--- src/rtl/csPkg.sv ---
package csPkg;

  localparam int BASEW = 5;  // address bits 23..19
  localparam int MASKW = 4;  // mask for bits 19..22

  typedef struct packed {
    logic [1:0]       lanes;  // 01 low only, 10 high only, else word
    logic             useDs;  // 1: select timed from data strobe
    logic [1:0]       dir;    // 00 off, 01 read, 10 write, 11 both
    logic [2:0]       waits;  // 0..6 internal, 7 wait for acknowledge
    logic [MASKW-1:0] mask;
    logic [BASEW-1:0] base;
  } chanCfgT;

  localparam int CFGW = $bits(chanCfgT);

  localparam chanCfgT BOOT_CFG = '{lanes: 2'b11, useDs: 1'b0, dir: 2'b01,
                                  waits: 3'd6, mask: 4'hF, base: 5'd0};

  // control -> datapath strobes
  typedef struct packed {
    logic accept;  // capture address and selection this edge
    logic active;  // a bus cycle is in progress
  } ctrlT;

  // datapath -> control: context of the captured cycle
  typedef struct packed {
    logic       hit;
    logic       viol;
    logic       ackMode;
    logic [2:0] waits;
  } cycInfoT;

endpackage

--- src/rtl/csDatapath.sv ---
module csDatapath
  import csPkg::*;
#(
  parameter int NCH   = 8,
  parameter int ADDRW = 24,
  localparam int IW   = $clog2(NCH),
  localparam int RAW  = $clog2(NCH + 1)
) (
  input  logic             clk,
  input  logic             rstN,
  input  logic             swReset,
  input  logic [ADDRW-1:0] addr,
  input  logic             rdWr,
  input  logic             asN,
  input  logic             dsN,
  input  logic             ubN,
  input  logic             lbN,
  input  logic             regWe,
  input  logic [RAW-1:0]   regAddr,
  input  logic [CFGW-1:0]  regWdata,
  input  ctrlT             ctl,
  output cycInfoT          info,
  output logic             fastBus,
  output logic             toEn,
  output logic [NCH-1:0]   csN
);

  chanCfgT [NCH-1:0] cfgQ;
  logic [1:0]        sysQ;
  logic [NCH-1:0]    match;
  logic              selHit;
  logic [IW-1:0]     selIdx;
  chanCfgT           sc;
  logic              restricted, violNow;
  logic              curHit, curViol, curAck, curDs;
  logic [2:0]        curWaits;
  logic [IW-1:0]     curIdx;
  logic              strobeLow;

  // register file: only hardware reset loads presets
  always_ff @(posedge clk or negedge rstN) begin
    if (!rstN) begin
      for (int i = 0; i < NCH; i++)
        cfgQ[i] <= (i == NCH - 1) ? BOOT_CFG : chanCfgT'('0);
      sysQ <= '0;
    end else if (regWe) begin
      for (int i = 0; i < NCH; i++)
        if (regAddr == RAW'(i)) cfgQ[i] <= chanCfgT'(regWdata);
      if (regAddr == RAW'(NCH)) sysQ <= regWdata[1:0];
    end
  end

  assign fastBus = sysQ[0];
  assign toEn    = sysQ[1];

  // per-channel address compare
  for (genvar g = 0; g < NCH; g++) begin : gMatch
    logic [BASEW-1:0] diff;
    assign diff     = addr[ADDRW-1 -: BASEW] ^ cfgQ[g].base;
    assign match[g] = (cfgQ[g].dir != 2'b00) &&
                      ((diff & {1'b1, ~cfgQ[g].mask}) == '0);
  end

  // lowest channel wins
  always_comb begin
    selHit = 1'b0;
    selIdx = '0;
    for (int i = NCH - 1; i >= 0; i--)
      if (match[i]) begin
        selHit = 1'b1;
        selIdx = IW'(i);
      end
  end

  assign sc         = cfgQ[selIdx];
  assign restricted = (sc.dir != 2'b11) || (sc.lanes == 2'b01) || (sc.lanes == 2'b10);
  assign violNow    = (sc.dir == 2'b01 && !rdWr) || (sc.dir == 2'b10 && rdWr) ||
                      (sc.lanes == 2'b01 && !ubN) || (sc.lanes == 2'b10 && !lbN);

  always_ff @(posedge clk or negedge rstN) begin
    if (!rstN) begin
      curHit   <= 1'b0;
      curViol  <= 1'b0;
      curAck   <= 1'b0;
      curDs    <= 1'b0;
      curWaits <= '0;
      curIdx   <= '0;
    end else if (ctl.accept) begin
      curHit   <= selHit;
      curViol  <= selHit && violNow;
      curAck   <= (sc.waits == 3'd7) && !restricted;
      curDs    <= sc.useDs;
      curWaits <= (sc.waits == 3'd7) ? (restricted ? 3'd6 : 3'd0) : sc.waits;
      curIdx   <= selIdx;
    end
  end

  assign info = '{hit: curHit, viol: curViol, ackMode: curAck, waits: curWaits};

  assign strobeLow = curDs ? !dsN : !asN;

  for (genvar g = 0; g < NCH; g++) begin : gSel
    assign csN[g] = !(ctl.active && curHit && !curViol &&
                      (curIdx == IW'(g)) && strobeLow);
  end

  // never more than one select low
  a_r2_one_select: assert property (@(posedge clk) disable iff (!rstN)
    $onehot0(~csN));

  // a violating cycle never selects a bank
  a_r8_viol_no_select: assert property (@(posedge clk) disable iff (!rstN)
    (ctl.active && curViol) |-> (&csN));

  // software reset leaves the registers unchanged
  a_r10_regs_kept: assert property (@(posedge clk) disable iff (!rstN)
    (swReset && !regWe) |=> $stable(cfgQ));

endmodule

--- src/rtl/csControl.sv ---
module csControl
  import csPkg::*;
#(
  parameter int TIMEOUT = 64,
  localparam int CW     = $clog2(TIMEOUT + 1) + 1
) (
  input  logic    clk,
  input  logic    rstN,
  input  logic    swReset,
  input  logic    asN,
  input  logic    ackN,
  input  cycInfoT info,
  input  logic    fastBus,
  input  logic    toEn,
  output ctrlT    ctl,
  output logic    ready,
  output logic    busErr
);

  typedef enum logic [1:0] {IDLE, ACT, DONE} stateT;

  stateT         state;
  logic          asPrev;
  logic [CW-1:0] cnt;
  logic [CW-1:0] target;
  logic          accept;

  assign accept = (state == IDLE) && !asN && asPrev && !swReset;
  assign target = CW'(fastBus ? 1 : 2) + CW'(info.waits);

  assign ready  = (state == ACT) && info.hit && !info.viol && (cnt >= target) &&
                  (!info.ackMode || !ackN);
  assign busErr = (state == ACT) && info.hit && info.viol && toEn &&
                  (cnt == CW'(TIMEOUT));

  assign ctl = '{accept: accept, active: (state != IDLE)};

  always_ff @(posedge clk or negedge rstN) begin
    if (!rstN) begin
      state  <= IDLE;
      asPrev <= 1'b1;
      cnt    <= '0;
    end else begin
      asPrev <= asN;
      if (swReset) begin
        state <= IDLE;
        cnt   <= '0;
      end else begin
        case (state)
          IDLE: if (accept) begin
            state <= ACT;
            cnt   <= '0;
          end
          ACT: begin
            if (cnt != {CW{1'b1}}) cnt <= cnt + 1'b1;
            if (asN) state <= IDLE;
            else if (ready || busErr || !info.hit) state <= DONE;
          end
          DONE: if (asN) state <= IDLE;
          default: state <= IDLE;
        endcase
      end
    end
  end

  // exclusive single-clock pulses
  a_r11_exclusive: assert property (@(posedge clk) disable iff (!rstN)
    !(ready && busErr));
  a_r11_ready_pulse: assert property (@(posedge clk) disable iff (!rstN)
    ready |=> !ready);
  a_r11_err_pulse: assert property (@(posedge clk) disable iff (!rstN)
    busErr |=> !busErr);

  // software reset returns to idle
  a_r10_abort: assert property (@(posedge clk) disable iff (!rstN)
    swReset |=> (state == IDLE));

endmodule

--- src/rtl/csUnit.sv ---
module csUnit
  import csPkg::*;
#(
  parameter int NCH     = 8,
  parameter int ADDRW   = 24,
  parameter int TIMEOUT = 64
) (
  input  logic                     clk,
  input  logic                     rstN,
  input  logic                     swReset,
  input  logic [ADDRW-1:0]         addr,
  input  logic                     rdWr,
  input  logic                     asN,
  input  logic                     dsN,
  input  logic                     ubN,
  input  logic                     lbN,
  input  logic                     ackN,
  input  logic                     regWe,
  input  logic [$clog2(NCH+1)-1:0] regAddr,
  input  logic [CFGW-1:0]          regWdata,
  output logic [NCH-1:0]           csN,
  output logic                     ready,
  output logic                     busErr
);

  ctrlT    ctl;
  cycInfoT info;
  logic    fastBus, toEn;

  csDatapath #(.NCH(NCH), .ADDRW(ADDRW)) uDp (
    .clk(clk), .rstN(rstN), .swReset(swReset), .addr(addr), .rdWr(rdWr),
    .asN(asN), .dsN(dsN), .ubN(ubN), .lbN(lbN), .regWe(regWe),
    .regAddr(regAddr), .regWdata(regWdata), .ctl(ctl), .info(info),
    .fastBus(fastBus), .toEn(toEn), .csN(csN)
  );

  csControl #(.TIMEOUT(TIMEOUT)) uCtl (
    .clk(clk), .rstN(rstN), .swReset(swReset), .asN(asN), .ackN(ackN),
    .info(info), .fastBus(fastBus), .toEn(toEn), .ctl(ctl),
    .ready(ready), .busErr(busErr)
  );

endmodule

--- config.mk ---
export PLATFORM = sky130hd
export DESIGN_NAME = csUnit
export DESIGN_NICKNAME = d
export VERILOG_FILES = /design/src/rtl/csPkg.sv /design/src/rtl/csDatapath.sv /design/src/rtl/csControl.sv /design/src/rtl/csUnit.sv
export SDC_FILE = /design/constraint.sdc
export NUM_CORES = 1
export LEC_CHECK = 0
export ABC_AREA = 1
export ABC_CLOCK_PERIOD_IN_PS = 6800
export BUFFER_PORTS_ARGS = -buffer_cell sky130_fd_sc_hd__buf_4
export CORE_MARGIN = 3
export CORE_UTILIZATION = 30
export DETAILED_ROUTE_END_ITERATION = 12
export PLACE_DENSITY_LB_ADDON = 0.2
export SYNTH_ARGS = -nofsm -noshare
export SYNTH_HDL_FRONTEND = slang
export SYNTH_SLANG_ARGS = --single-unit
--- constraint.sdc ---
create_clock -name clk -period 6.8 [get_ports clk]
set_input_delay 1.7 -clock clk [delete_from_list [all_inputs] [get_ports clk]]
set_output_delay 1.7 -clock clk [all_outputs]
set_load 0.02 [all_outputs]
==> flow_summary_export.csv <==
group,metric,value,unit
run_status,status,"complete, no violations",
floorplanning,die_y,169,µm
global_route,grt_use_total,0.151,
yosys,synth_area_per_cell,7.93,µm²
sta,setup_tns,0,ns
sta,final.min_clock_period,4.44,ns
placement,placedCellCount,1347,
yosys,synthCells,1001,
route,avgViaCountPerCell,4.67,
run,max-cap-violations,0,
cts,cts_htree_levels,4,
global_route,grt_pass1_vias,6403,
power,switching_share,0.370,
yosys,synth-edff-count,0,
placement,dpl_cell_area,8590,µm²
route,wl,20300,µm
yosys,ys_warn_count,0,
hold_path,hp-class,"flip-flop to flip-flop",
power,p_leak,0.00438,µW
yosys,ys_seq_elements,159,
cts,worst_skew_pair.late_latency,0.44,ns
route,drc,0,
yosys,async_reset_ff_frac,1.00,
power,ir_worst_vdd,0.000208,V
finish,syn2layout_area_growth,15.7,%
sta,final.setup_skew,0.0128,ns
yosys,netlist_area,7940,µm²
cts,path_clk_slew,0.07,ns
floorplanning,rows,58,
cts,cts.path.max_buffers,2,
yosys,ys_seq_area_frac,0.503,
cts,hold_buffers,0,
sta,fmaxAchievable,225,MHz
global_route,grt_pass1_wl,34200,µm
sta,setup_viol,0,
setup_path,end_kind,"primary output",
cts,cts_tree,"built",
floorplanning,core,25600,µm²
floorplanning,die_width,169,µm
route,via_count,6441,
power,power-per-cell-area,349,nW/µm²
finish,diodes,0,
setup_path,critPathKind,"flip-flop to primary output",
cts,post_cts_resized,0,
global_route,antenna_found_initial,0,
power,power_switching,1190,µW
yosys,synthesis.nets,1065,
sta,drv_slew,0,
setup_path,arrival,2.74,ns
route,drt_iter0_drc,449,
sta,worst_pin_slew,0.873,ns
placement,place.gp.congestion,0.772,
global_route,grt_max_degree,68,
power,pwr-share-comb,0.297,
route,wl_per_cell,14.7,µm
power,internal-power,2020,µW
setup_path,worstPathRequired,5.10,ns
sta,rsz0062_at_grt,"false",
power,power,3200,µW
floorplanning,dieArea,28400,µm²
global_route,grt_overflow_total,0,
setup_path,path_max_fanout,4,
yosys,yosys.cell_types.count,41,
sta,holdWs,0.479,ns
finish,fillers,2690,
cts,numCtsBuffers,17,
sta,relSlewSlack,0.413,
finish,postLayoutCellArea,9180,µm²
route,final_antenna_net_count,0,
finish,fin_nets,1100,
power,seq_power_share,0.399,
yosys,ys.flop_type,"dfrtp_1",
power,clkPwrFrac,0.304,
floorplanning,io_pins,65,
cts,cts_setup_buffers,0,
placement,dp_hpwl,13800,µm
placement,port-buffer-count,45,
cts,clockRootBuffer,"clkbuf_16",
cts,clock_sinks,159,
finish,final_cells,1379,
setup_path,critPathLaunchType,"flip-flop",
sta,fin_crit_sh,0.654,
route,first_pass_iters,5,
finish,drive_gt1_frac,0.118,
floorplanning,start_util,0.310,
sta,hold_viol,0,
routing by layer:
layer  global-route usage  part of all wire  vias to the layer above  wire length [µm]
met5                    0                 0                        -                 0
met4               0.0277            0.0058                        0               117
met3               0.0294             0.033                        8               680
met2                0.247              0.47                       98              9450
met1                0.210              0.50                     3028             10100
li1                     -                 -                     3307                 -
area by class of cell:
class,instances,area (µm²),share of cell area
Clock buffer,17,425,0.0463
Clock inverter,15,165,0.0180
Inverter,119,452,0.0492
Multi-Input combinational cell,683,3310,0.360
Sequential cell,159,3990,0.435
Tap cell,330,413,0.0450
Timing Repair Buffer,56,424,0.0462
flip-flops by register name, summed over array words and instances (netlist names), 2 cells and up:
register / cells
uDp.cfgQ: 136
uCtl.cnt: 8
uDp.curIdx: 3
uDp.curWaits: 3
uCtl.state: 2
uDp.sysQ: 2
per-stage QoR:
step                      setup slack [ns]  utilization
final                                 2.36        0.358
after CTS                             2.32        0.358
after global placement                2.31        0.335
after global routing                  2.15        0.358
after detailed placement              2.29        0.335
after floorplan                       2.72            -
cells by family after synthesis:
group,synth area share
buf+inv,0.0826
flops,0.503
mux,0.00142
xor+xnor,0.0121
fa+ha+maj,0.0151
compound gates,0.140
simple gates,0.246
cells in the mapped netlist, types with 3 or more instances:
library cell  count  share of area
clkbuf_1         27          0.013
dfrtp_1         149           0.47
o21ai_1           9         0.0057
buf_2             4         0.0025
xnor2_1          10          0.011
nand3b_1          7         0.0066
ha_1              8          0.013
buf_6             4         0.0057
o21a_1            4         0.0038
dfstp_2          10          0.033
nand3_1          77          0.049
a21oi_1          45          0.028
inv_1           112          0.053
o22ai_1           4         0.0032
o21ai_0         136          0.086
inv_2             6         0.0028
o211ai_1          3         0.0028
buf_4             5         0.0047
nand4_1          14          0.011
nand2_2           3         0.0024
nor2_2            4         0.0032
nor2_1           73          0.035
nor3_1            9         0.0057
nand2_1         256           0.12
path summary, 6_finish.rpt:
check | start | end | slack [ns] | cells past startpoint
min in group asynchronous | rstN | uDp.cfgQ[118] | 1.26 | 1
setup reg to reg | uDp.cfgQ[2] | uDp.curViol | 3.80 | 18
setup / recovery | uDp.sysQ[0] | ready | 2.36 | 11
hold / removal | uDp.cfgQ[32] | uDp.cfgQ[32] | 0.48 | 2
hold reg to reg | uDp.cfgQ[32] | uDp.cfgQ[32] | 0.48 | 2
max in group asynchronous | rstN | uDp.cfgQ[19] | 4.44 | 2
worst max-delay path, cell delays in order (launching register included):
cell	delay, ns
dfrtp_1	0.48
ha_1	0.21
inv_1	0.06
fa_1	0.44
ha_1	0.30
o21a_1	0.10
o21a_1	0.16
o21ai_0	0.16
nand3_1	0.10
nand3_1	0.10
inv_1	0.04
buf_4	0.15
power by group through the flow:
| stage | Sequential (µW) | Combinational (µW) | Clock, µW |
|---|---|---|---|
| floorplan | 1260 | 742 | 0 |
| global placement | 1290 | 954 | 0 |
| detailed placement | 1290 | 961 | 0 |
| CTS | 1280 | 969 | 997 |
| global route | 1310 | 1110 | 1040 |
| finish | 1280 | 951 | 975 |
cell usage in the layout (no fill, tap or decap), drive strengths merged, types with 5 or more instances in the layout:
master | synthesis | layout
buf | 13 | 56
o21ai | 145 | 145
xnor2 | 10 | 10
nand3b | 7 | 7
nand3 | 78 | 78
ha | 8 | 8
nor3 | 9 | 9
clkinv | 1 | 5
clkbuf | 27 | 17
dfrtp | 149 | 149
nor2 | 77 | 77
nand4 | 14 | 14
a21oi | 45 | 45
dfstp | 10 | 10
nand2 | 263 | 263
inv | 118 | 127
(Power assumes the default switching activity.)
